==> src/rtl/tvl_pkg.sv <==
package tvl_pkg;

    typedef logic [1:0] tv_t;

    localparam tv_t TV_ZERO = 2'b00;
    localparam tv_t TV_ONE  = 2'b01;
    localparam tv_t TV_UNK  = 2'b10;

    // bit 1: inversion, bit 0: controlling value
    typedef struct packed {
        logic inv;
        logic ctl;
    } gate_t;

    function automatic logic tv_unknown(tv_t v);
        return v[1];
    endfunction

    function automatic logic tv_controls(tv_t v, logic c);
        return !v[1] && (v[0] == c);
    endfunction

    function automatic tv_t tv_resolve(logic any_ctl, logic any_unk, gate_t g);
        if (any_ctl) return {1'b0, g.ctl ^ g.inv};
        if (any_unk) return TV_UNK;
        return {1'b0, ~g.ctl ^ g.inv};
    endfunction

endpackage

==> src/rtl/tvl_scan.sv <==
module tvl_scan
    import tvl_pkg::*;
#(
    parameter int N_IN = 8,
    parameter int CW   = $clog2(N_IN + 1)
) (
    input  logic [2*N_IN-1:0] vals,
    input  gate_t             g,
    output logic [CW-1:0]     n_ctl,
    output logic [CW-1:0]     n_unk
);

    logic [N_IN-1:0] ctl_hit;
    logic [N_IN-1:0] unk_hit;

    for (genvar k = 0; k < N_IN; k++) begin : g_pin
        assign ctl_hit[k] = tv_controls(vals[2*k +: 2], g.ctl);
        assign unk_hit[k] = tv_unknown(vals[2*k +: 2]);
    end

    assign n_ctl = CW'($countones(ctl_hit));
    assign n_unk = CW'($countones(unk_hit));

endmodule

==> src/rtl/tvl_counts.sv <==
module tvl_counts
    import tvl_pkg::*;
#(
    parameter int N_IN = 8,
    parameter int CW   = $clog2(N_IN + 1)
) (
    input  logic          clk,
    input  logic          rst,
    input  logic          load_en,
    input  logic [CW-1:0] load_ctl,
    input  logic [CW-1:0] load_unk,
    input  logic          chg_en,
    input  tv_t           old_v,
    input  tv_t           new_v,
    input  gate_t         g,
    output logic [CW-1:0] ctl_nxt,
    output logic [CW-1:0] unk_nxt,
    output logic [CW-1:0] ctl_q,
    output logic [CW-1:0] unk_q
);

    localparam logic [CW-1:0] FULL = CW'(N_IN);

    function automatic logic [CW-1:0] step(logic [CW-1:0] cnt, logic dec, logic inc);
        if (dec && !inc) return (cnt == '0) ? cnt : cnt - 1'b1;
        if (inc && !dec) return (cnt == FULL) ? cnt : cnt + 1'b1;
        return cnt;
    endfunction

    always_comb begin
        if (load_en) begin
            ctl_nxt = load_ctl;
            unk_nxt = load_unk;
        end else if (chg_en) begin
            ctl_nxt = step(ctl_q, tv_controls(old_v, g.ctl), tv_controls(new_v, g.ctl));
            unk_nxt = step(unk_q, tv_unknown(old_v), tv_unknown(new_v));
        end else begin
            ctl_nxt = ctl_q;
            unk_nxt = unk_q;
        end
    end

    always_ff @(posedge clk) begin
        if (rst) begin
            ctl_q <= '0;
            unk_q <= FULL;
        end else begin
            ctl_q <= ctl_nxt;
            unk_q <= unk_nxt;
        end
    end

endmodule

==> src/rtl/tvl_gate_eval.sv <==
module tvl_gate_eval
    import tvl_pkg::*;
#(
    parameter int N_IN = 8,
    localparam int CW  = $clog2(N_IN + 1),
    localparam int IW  = (N_IN > 1) ? $clog2(N_IN) : 1
) (
    input  logic              clk,
    input  logic              rst,
    input  logic [1:0]        load_gate,
    input  logic              load_vld,
    input  logic [2*N_IN-1:0] load_vals,
    input  logic              chg_vld,
    input  logic [IW-1:0]     chg_pin,
    input  logic [1:0]        chg_old,
    input  logic [1:0]        chg_new,
    input  logic              check_en,
    output logic [1:0]        out_val,
    output logic              out_chg,
    output logic              chk_err
);

    gate_t             gate_q, gate_nxt, gate_ld;
    logic [2*N_IN-1:0] pins_q, pins_nxt;
    logic              chg_ok;
    logic [CW-1:0]     ld_ctl, ld_unk, sc_ctl, sc_unk;
    logic [CW-1:0]     ctl_nxt, unk_nxt, ctl_q, unk_q;
    tv_t               inc_res, scan_res;

    assign gate_ld  = gate_t'(load_gate);
    assign gate_nxt = load_vld ? gate_ld : gate_q;
    assign chg_ok   = chg_vld && !load_vld && (int'(chg_pin) < N_IN);

    always_comb begin
        pins_nxt = pins_q;
        if (load_vld) begin
            pins_nxt = load_vals;
        end else if (chg_ok) begin
            pins_nxt[2*int'(chg_pin) +: 2] = chg_new;
        end
    end

    tvl_scan #(.N_IN(N_IN), .CW(CW)) u_scan_load (
        .vals  (load_vals),
        .g     (gate_ld),
        .n_ctl (ld_ctl),
        .n_unk (ld_unk)
    );

    tvl_scan #(.N_IN(N_IN), .CW(CW)) u_scan_chk (
        .vals  (pins_nxt),
        .g     (gate_nxt),
        .n_ctl (sc_ctl),
        .n_unk (sc_unk)
    );

    tvl_counts #(.N_IN(N_IN), .CW(CW)) u_counts (
        .clk      (clk),
        .rst      (rst),
        .load_en  (load_vld),
        .load_ctl (ld_ctl),
        .load_unk (ld_unk),
        .chg_en   (chg_ok),
        .old_v    (chg_old),
        .new_v    (chg_new),
        .g        (gate_q),
        .ctl_nxt  (ctl_nxt),
        .unk_nxt  (unk_nxt),
        .ctl_q    (ctl_q),
        .unk_q    (unk_q)
    );

    assign inc_res  = tv_resolve(ctl_nxt != '0, unk_nxt != '0, gate_nxt);
    assign scan_res = tv_resolve(sc_ctl != '0, sc_unk != '0, gate_nxt);

    always_ff @(posedge clk) begin
        if (rst) begin
            gate_q  <= '0;
            pins_q  <= {N_IN{TV_UNK}};
            out_val <= TV_UNK;
            out_chg <= 1'b0;
            chk_err <= 1'b0;
        end else begin
            gate_q  <= gate_nxt;
            pins_q  <= pins_nxt;
            out_val <= inc_res;
            out_chg <= (inc_res != out_val);
            chk_err <= check_en && (inc_res != scan_res);
        end
    end

endmodule

==> config.mk <==
export PLATFORM = sky130hd
export DESIGN_NAME = tvl_gate_eval
export DESIGN_NICKNAME = d
export VERILOG_FILES = /design/src/rtl/tvl_pkg.sv /design/src/rtl/tvl_scan.sv /design/src/rtl/tvl_counts.sv /design/src/rtl/tvl_gate_eval.sv
export SDC_FILE = /design/constraint.sdc
export NUM_CORES = 1
export LEC_CHECK = 0
export ABC_AREA = 1
export BUFFER_PORTS_ARGS = -buffer_cell sky130_fd_sc_hd__buf_2
export CORE_MARGIN = 4
export CORE_UTILIZATION = 46
export CTS_CLUSTER_DIAMETER = 50
export CTS_CLUSTER_SIZE = 25
export DETAILED_ROUTE_END_ITERATION = 10
export SLEW_MARGIN = 5
export SYNTH_ARGS = -nofsm -noshare
export SYNTH_HDL_FRONTEND = slang
export SYNTH_SLANG_ARGS = --single-unit
==> constraint.sdc <==
create_clock -name clk -period 11.5 [get_ports clk]
set_input_delay 2.3 -clock clk [delete_from_list [all_inputs] [get_ports clk]]
set_output_delay 2.3 -clock clk [all_outputs]
set_load 0.02 [all_outputs]
==> impl_metrics.ini, run 1 <==
[status]
outcome = finished, final reports clean

[clock_network]
cts_setup_buffers = 0
cts_buffers = 5
clock_path_buffers = 2
cts_resized = 0
clkSlewWorstSetupHoldPaths_ns = 0.07
cts_tree = built
holdBufCountCts = 0
cts.htree.levels = 2
insertion_delay_ns = 0.29
clkSinkCount = 30
cts_root_buf = clkbuf_8

[timing]
setup_tns_ns = 0
fmaxAchievable_mhz = 142.2
relSlewSlack_pct = 22.59
finClkSkew_ns = 0.007077
period_minus_slack_ns = 7.032
drv_slew = 0
fin_crit_sh_pct = 61.15
hold_viol_final = 0
tightest_slew_ns = 1.153
rsz0062_at_grt = no
setup_viol = 0

[synth]
synth_edf_count = 0
synth_top_area_share_pct = 18.45
async_flop_share_pct = 0
yosys_warnings = 0
syn_area_um2 = 3254
synth_cells = 482
yosys.area.top_type = dfxtp_1
yosys-top-cells-area = dfxtp_1 (18%), ha_1 (12%), nand2_1 (12%), fa_1 (9.8%), inv_1 (8.2%)
ys_types = 38
yosysSeqAreaShare_pct = 18.45
syn_avg_cell_area_um2 = 6.752
synth_nets = 559
ys.flop_type = dfxtp_1
ys_ff_latch = 30

[worst_setup_path]
crit_cells = 26
reg2reg_slack_ns = 7.00
max_stage_delay_ns = 0.53
crit_arrival_ns = 7.26
worstPathRequired_ns = 11.73
critPathSlowestCell = fa_1
crit_path_end_kind = flip-flop
path_class = in2reg
worstRegToRegCells = 17
critPathLaunchType = input port
critPathBufInv = 7
critPathTopFamily = adder cells
cp_common_cell = inv_1
critPathMaxFanout = 6

[global_route]
grt_use_total_pct = 21.12
grt_first_pass_wirelength_mm = 14.43
first_global_vias = 2996
grt_max_degree = 34
antenna_found_initial = 0
gr-total-overflow = 0

[pwr]
ir_worst_vdd_mv = 0.05923
p_total_w = 0.0004254
power.leakage_nw = 1.896
powerDensity_nw_per_um2 = 119.3

[cells_and_area]
drive_gt1_share_pct = 16.24
final_common_cell = nand2_1
syn_to_final_growth_pct = 9.535
nets = 588
final_cell_mix = nand2_1 (101), inv_1 (71), nor2_1 (55)
finish.instance_area_um2 = 3565
num_antenna_cells = 0

[route]
viasPerCell = 4.903
drtAntennaViolNets = 0
wirelength_mm = 8.163
drtIter0Drc = 181
vias = 2976
route.detailed.drc = 0
firstDrtPassIters = 4
wl_per_cell_um = 13.45

[placement]
gp_congestion = 0.8813
hpwlAfterDp_mm = 6.594
place_area_um2 = 3486
portBuffers = 33

[die]
core_um2 = 6832
fp-row-count = 30
initial_core_util_pct = 47.64
fp.dieW_um = 92.11
io_pins = 34
die_y_um = 92.11
dieArea_um2 = 8484

[worst_hold_path]
hold_path_depth = 2
min_path_type = reg2reg

[flow_run]
drv_cap = 0
[per-stage QoR]
| stage | instances | util, % | hold WS [ns] | setup slack (ns) |
|---|---|---|---|---|
| global placement | 600 | 51.03 | 0.4886 | 4.216 |
| detailed placement | 600 | 51.03 | 0.5015 | 4.176 |
| finish | 607 | 52.18 | 0.5098 | 4.468 |
| global route | 607 | 52.18 | 0.5561 | 4.001 |
| CTS | 607 | 52.18 | 0.5188 | 4.450 |
| floorplan | 482 | - | 0.4734 | 4.882 |
[routing by layer]
layer  track usage, %  routed length [um]  vias up
met5                0                   0        -
met3            2.871                 431        7
li1                 -                   -     1589
met4            5.446                 112        0
met2            33.45                3467       67
met1            30.14                4152     1313
[worst paths after layout]
check / start / to
worst min register to register: gate_q[1] / gate_q[1]
worst max register to register: gate_q[0] / chk_err
worst min-delay path: gate_q[1] / gate_q[1]
worst max-delay path: chg_pin[0] / chk_err
[synth_stat cells (11+ instances only)]
| cell type | n |
|---|---|
| o21ai_0 | 18 |
| inv_1 | 71 |
| nand2_1 | 101 |
| nand3_1 | 38 |
| xor2_1 | 14 |
| dfxtp_1 | 30 |
| nor2_1 | 55 |
| a21oi_1 | 21 |
| fa_1 | 16 |
| nand2_2 | 12 |
| ha_1 | 31 |
| o211ai_1 | 11 |
[flip-flops by register name, summed over array words and instances, names as in the netlist]
| register | flops |
|---|---|
| u_counts.unk_q | 4 |
| pins_q | 16 |
| chk_err | 1 |
| gate_q | 2 |
| out_val | 2 |
| out_chg | 1 |
| u_counts.ctl_q | 4 |
[power breakdown]
group | switching, W | total [W] | internal [W]
combinational | 0.000134 | 0.000217 | 0.0000828
sequential | 0.00000834 | 0.000124 | 0.000115
clock | 0.0000444 | 0.0000851 | 0.0000406
[final cells by class]
cell class	instances	area [um^2]
well taps	96	120.1
fillers	744	3267
repair buffers	33	165.2
clock inverters	2	10.01
multi-input cells	360	2296
clock buffers	5	68.82
flip-flops and latches	30	600.6
inverters	81	304.0
[kinds of logic (layout without fill, tap and decap cells)]
kind of cell	Yosys count	in the layout	synth area share [%]
buffers and inverters	92	121	11.00
and+or+nand+nor	231	231	32.22
xor gates and xnor gates	14	14	3.768
AOI/OAI and AO/OA	67	67	12.50
muxes	1	1	0.3076
DFF	30	30	18.45
adders and majority gates	47	47	21.76
[worst reg2reg max path: stages, from the launching register on]
cell,delay (ns)
dfxtp_1,0.34
o21ai_1,0.89
xor2_1,0.24
nor2_1,0.09
ha_1,0.24
fa_1,0.51
inv_1,0.06
fa_1,0.53
inv_1,0.04
ha_1,0.19
fa_1,0.44
nor4_1,0.26
inv_1,0.09
o21ai_0,0.22
inv_1,0.06
nand3_1,0.08
nand2_1,0.07
a21oi_2,0.10
Power figures use the tool's default switching activity.
==> run 2: changes to the inputs <==
==> constraint.sdc (replaced) <==
create_clock -name clk -period 6.5 [get_ports clk]
set_input_delay 1.3 -clock clk [delete_from_list [all_inputs] [get_ports clk]]
set_output_delay 1.3 -clock clk [all_outputs]
set_load 0.02 [all_outputs]
==> run 2 against run 1 <==
Critical path depth is 1 lower; first-iteration DRC count fell by 5.5%; non-clock buffer count rose by 4; routed wire length shrank 0.71%; sequential share of layout area down 0.24 points; power rose by 82%; combinational power rose by 82%; clock-buffer cell count rose by 1; critical endpoint unchanged; highest routed layer unchanged.
==> impl_metrics.ini, run 2 (synthesis gave the netlist of run 1 again) <==
[worst_setup_path]
critPathSlowestCell = fa_1
critPathMaxFanout = 6
cp_common_cell = inv_1
reg2reg_slack_ns = 2.01
worstPathRequired_ns = 6.73
crit_path_end_kind = flip-flop
worstRegToRegCells = 17
reg2reg_to = chk_err
r2r-start = gate_q[0]
crit_arrival_ns = 6.15
critPathLaunchType = input port
path_class = in2reg
max_stage_delay_ns = 0.55

[global_route]
first_global_vias = 2852
antenna_found_initial = 0
grt_first_pass_wirelength_mm = 13.71
grt_use_total_pct = 20.15
gr-total-overflow = 0
grt_max_degree = 30

[die]
fp.dieW_um = 92.11
dieArea_um2 = 8484
core_um2 = 6832
initial_core_util_pct = 47.64
fp-row-count = 30
die_y_um = 92.11
io_pins = 34

[cells_and_area]
largest-register = pins_q
multiInputGateArea_um2 = 2302
final_cell_mix = nand2_1 (101), inv_1 (71), nor2_1 (55)
nets = 592
regArea_um2 = 600.6
num_antenna_cells = 0
finalCoreUtilization_pct = 52.95
final_common_cell = nand2_1
syn_to_final_growth_pct = 11.15
drive_gt1_share_pct = 17.25
largestRegisters = pins_q (16), u_counts.ctl_q (4), u_counts.unk_q (4)
n_fill_cell = 723
largest_reg_flops = 16

[timing]
period_minus_slack_ns = 5.927
fin_crit_sh_pct = 91.19
fmaxAchievable_mhz = 168.7
rsz0062_at_grt = no
drv_slew = 0
tightest_slew_ns = 1.152
finClkSkew_ns = 0.004001
relSlewSlack_pct = 22.71
setup_viol = 0
hold_viol_final = 0
setup_tns_ns = 0

[clock_network]
cts_root_buf = clkbuf_8
cts_tree = built
cts_setup_buffers = 0
clkSlewWorstSetupHoldPaths_ns = 0.07
cts.htree.levels = 2
insertion_delay_ns = 0.28
clock_path_buffers = 2
cts_buffers = 5
clkSinkCount = 30

[pwr]
p_sw_w = 0.0003333
power.leakage_nw = 1.920
p_comb_share_pct = 50.9
powerDensity_nw_per_um2 = 214.6
seq_power_share_pct = 28.2
p_int_w = 0.0004431
ir_worst_vdd_mv = 0.1374
clock_power_share_pct = 20.9
swShare_pct = 42.93

[route]
viasPerCell = 4.985
route.detailed.drc = 0
drtIter0Drc = 171
vias = 3051
wl_per_cell_um = 13.24
wirelength_mm = 8.105
drtAntennaViolNets = 0
firstDrtPassIters = 4

[worst_hold_path]
hold_path_depth = 2
min_path_type = reg2reg
hp-start = gate_q[1]
hold_end = gate_q[1]

[placement]
gp_congestion = 0.8414
hpwlAfterDp_mm = 6.617
portBuffers = 33

[flow_run]
drv_cap = 0

[status]
outcome = finished, final reports clean
-- run 2: worst max path at each step --
| stage | startpoint | endpoint | cells after the start |
|---|---|---|---|
| final | chg_pin[0] | chk_err | 25 |
| after global placement | chg_pin[0] | chk_err | 26 |
| after floorplan | chg_pin[0] | chk_err | 25 |
| after detailed placement | chg_pin[0] | chk_err | 26 |
| after global routing | chg_pin[0] | chk_err | 28 |
| after CTS | chg_pin[0] | chk_err | 25 |
-- run 2: what timing repair did --
action	4_1_cts	5_1_grt
setup endpoints to repair	0	1
hold buffers	0	0
endpoints found under the hold margin	0	0
gates resized for setup	0	1
-- run 2: area by class of cell --
class / instances / area share (%)
clock buffers: 6 / 2.283
clock inverters: 2 / 0.3459
inverters: 81 / 8.405
multi-input cells: 360 / 63.65
flip-flops and latches: 30 / 16.60
well taps: 96 / 3.321
repair buffers: 37 / 5.396
-- run 2: power by group through the flow --
| stage | Combinational, W | Sequential [W] | Clock, W |
|---|---|---|---|
| after global placement | 0.000385 | 0.000223 | 0 |
| after global routing | 0.000461 | 0.000221 | 0.000176 |
| after CTS | 0.000392 | 0.000219 | 0.000168 |
| after detailed placement | 0.000389 | 0.000223 | 0 |
| final | 0.000395 | 0.000219 | 0.000162 |
| after floorplan | 0.000294 | 0.000226 | 0 |
-- run 2: worst max-delay path, delay by kind of cell --
kind | cells | cell delay [ns]
AND/OR/NAND/NOR | 6 | 0.83
XOR/XNOR | 1 | 0.22
buffers and inverters | 7 | 0.57
adder cells (fa/ha/maj) | 7 | 2.54
AO/OA/AOI/OAI | 4 | 0.68
-- run 2: metrics by stage --
| step | instance area, um^2 | worst slack (ns) | total power [W] | cells | hold WS (ns) |
|---|---|---|---|---|---|
| after detailed placement | 3516 | 0.2364 | 0.0006120 | 604 | 0.5057 |
| after global routing | 3617 | 0.04209 | 0.0008588 | 612 | 0.5911 |
| after floorplan | 3254 | 0.8815 | 0.0005202 | 482 | 0.4734 |
| after CTS | 3611 | 0.5223 | 0.0007788 | 612 | 0.5214 |
| final | 3617 | 0.5727 | 0.0007764 | 612 | 0.5138 |
| after global placement | 3516 | 0.3728 | 0.0006083 | 604 | 0.4965 |
-- run 2: metal layers --
| layer | up-vias | wire [um] | track usage, % |
|---|---|---|---|
| met5 | - | 0 | 0 |
| met4 | 0 | 104 | 4.950 |
| met3 | 8 | 389 | 2.461 |
| met2 | 70 | 3552 | 31.27 |
| met1 | 1379 | 4059 | 29.56 |
| li1 | 1594 | - | - |
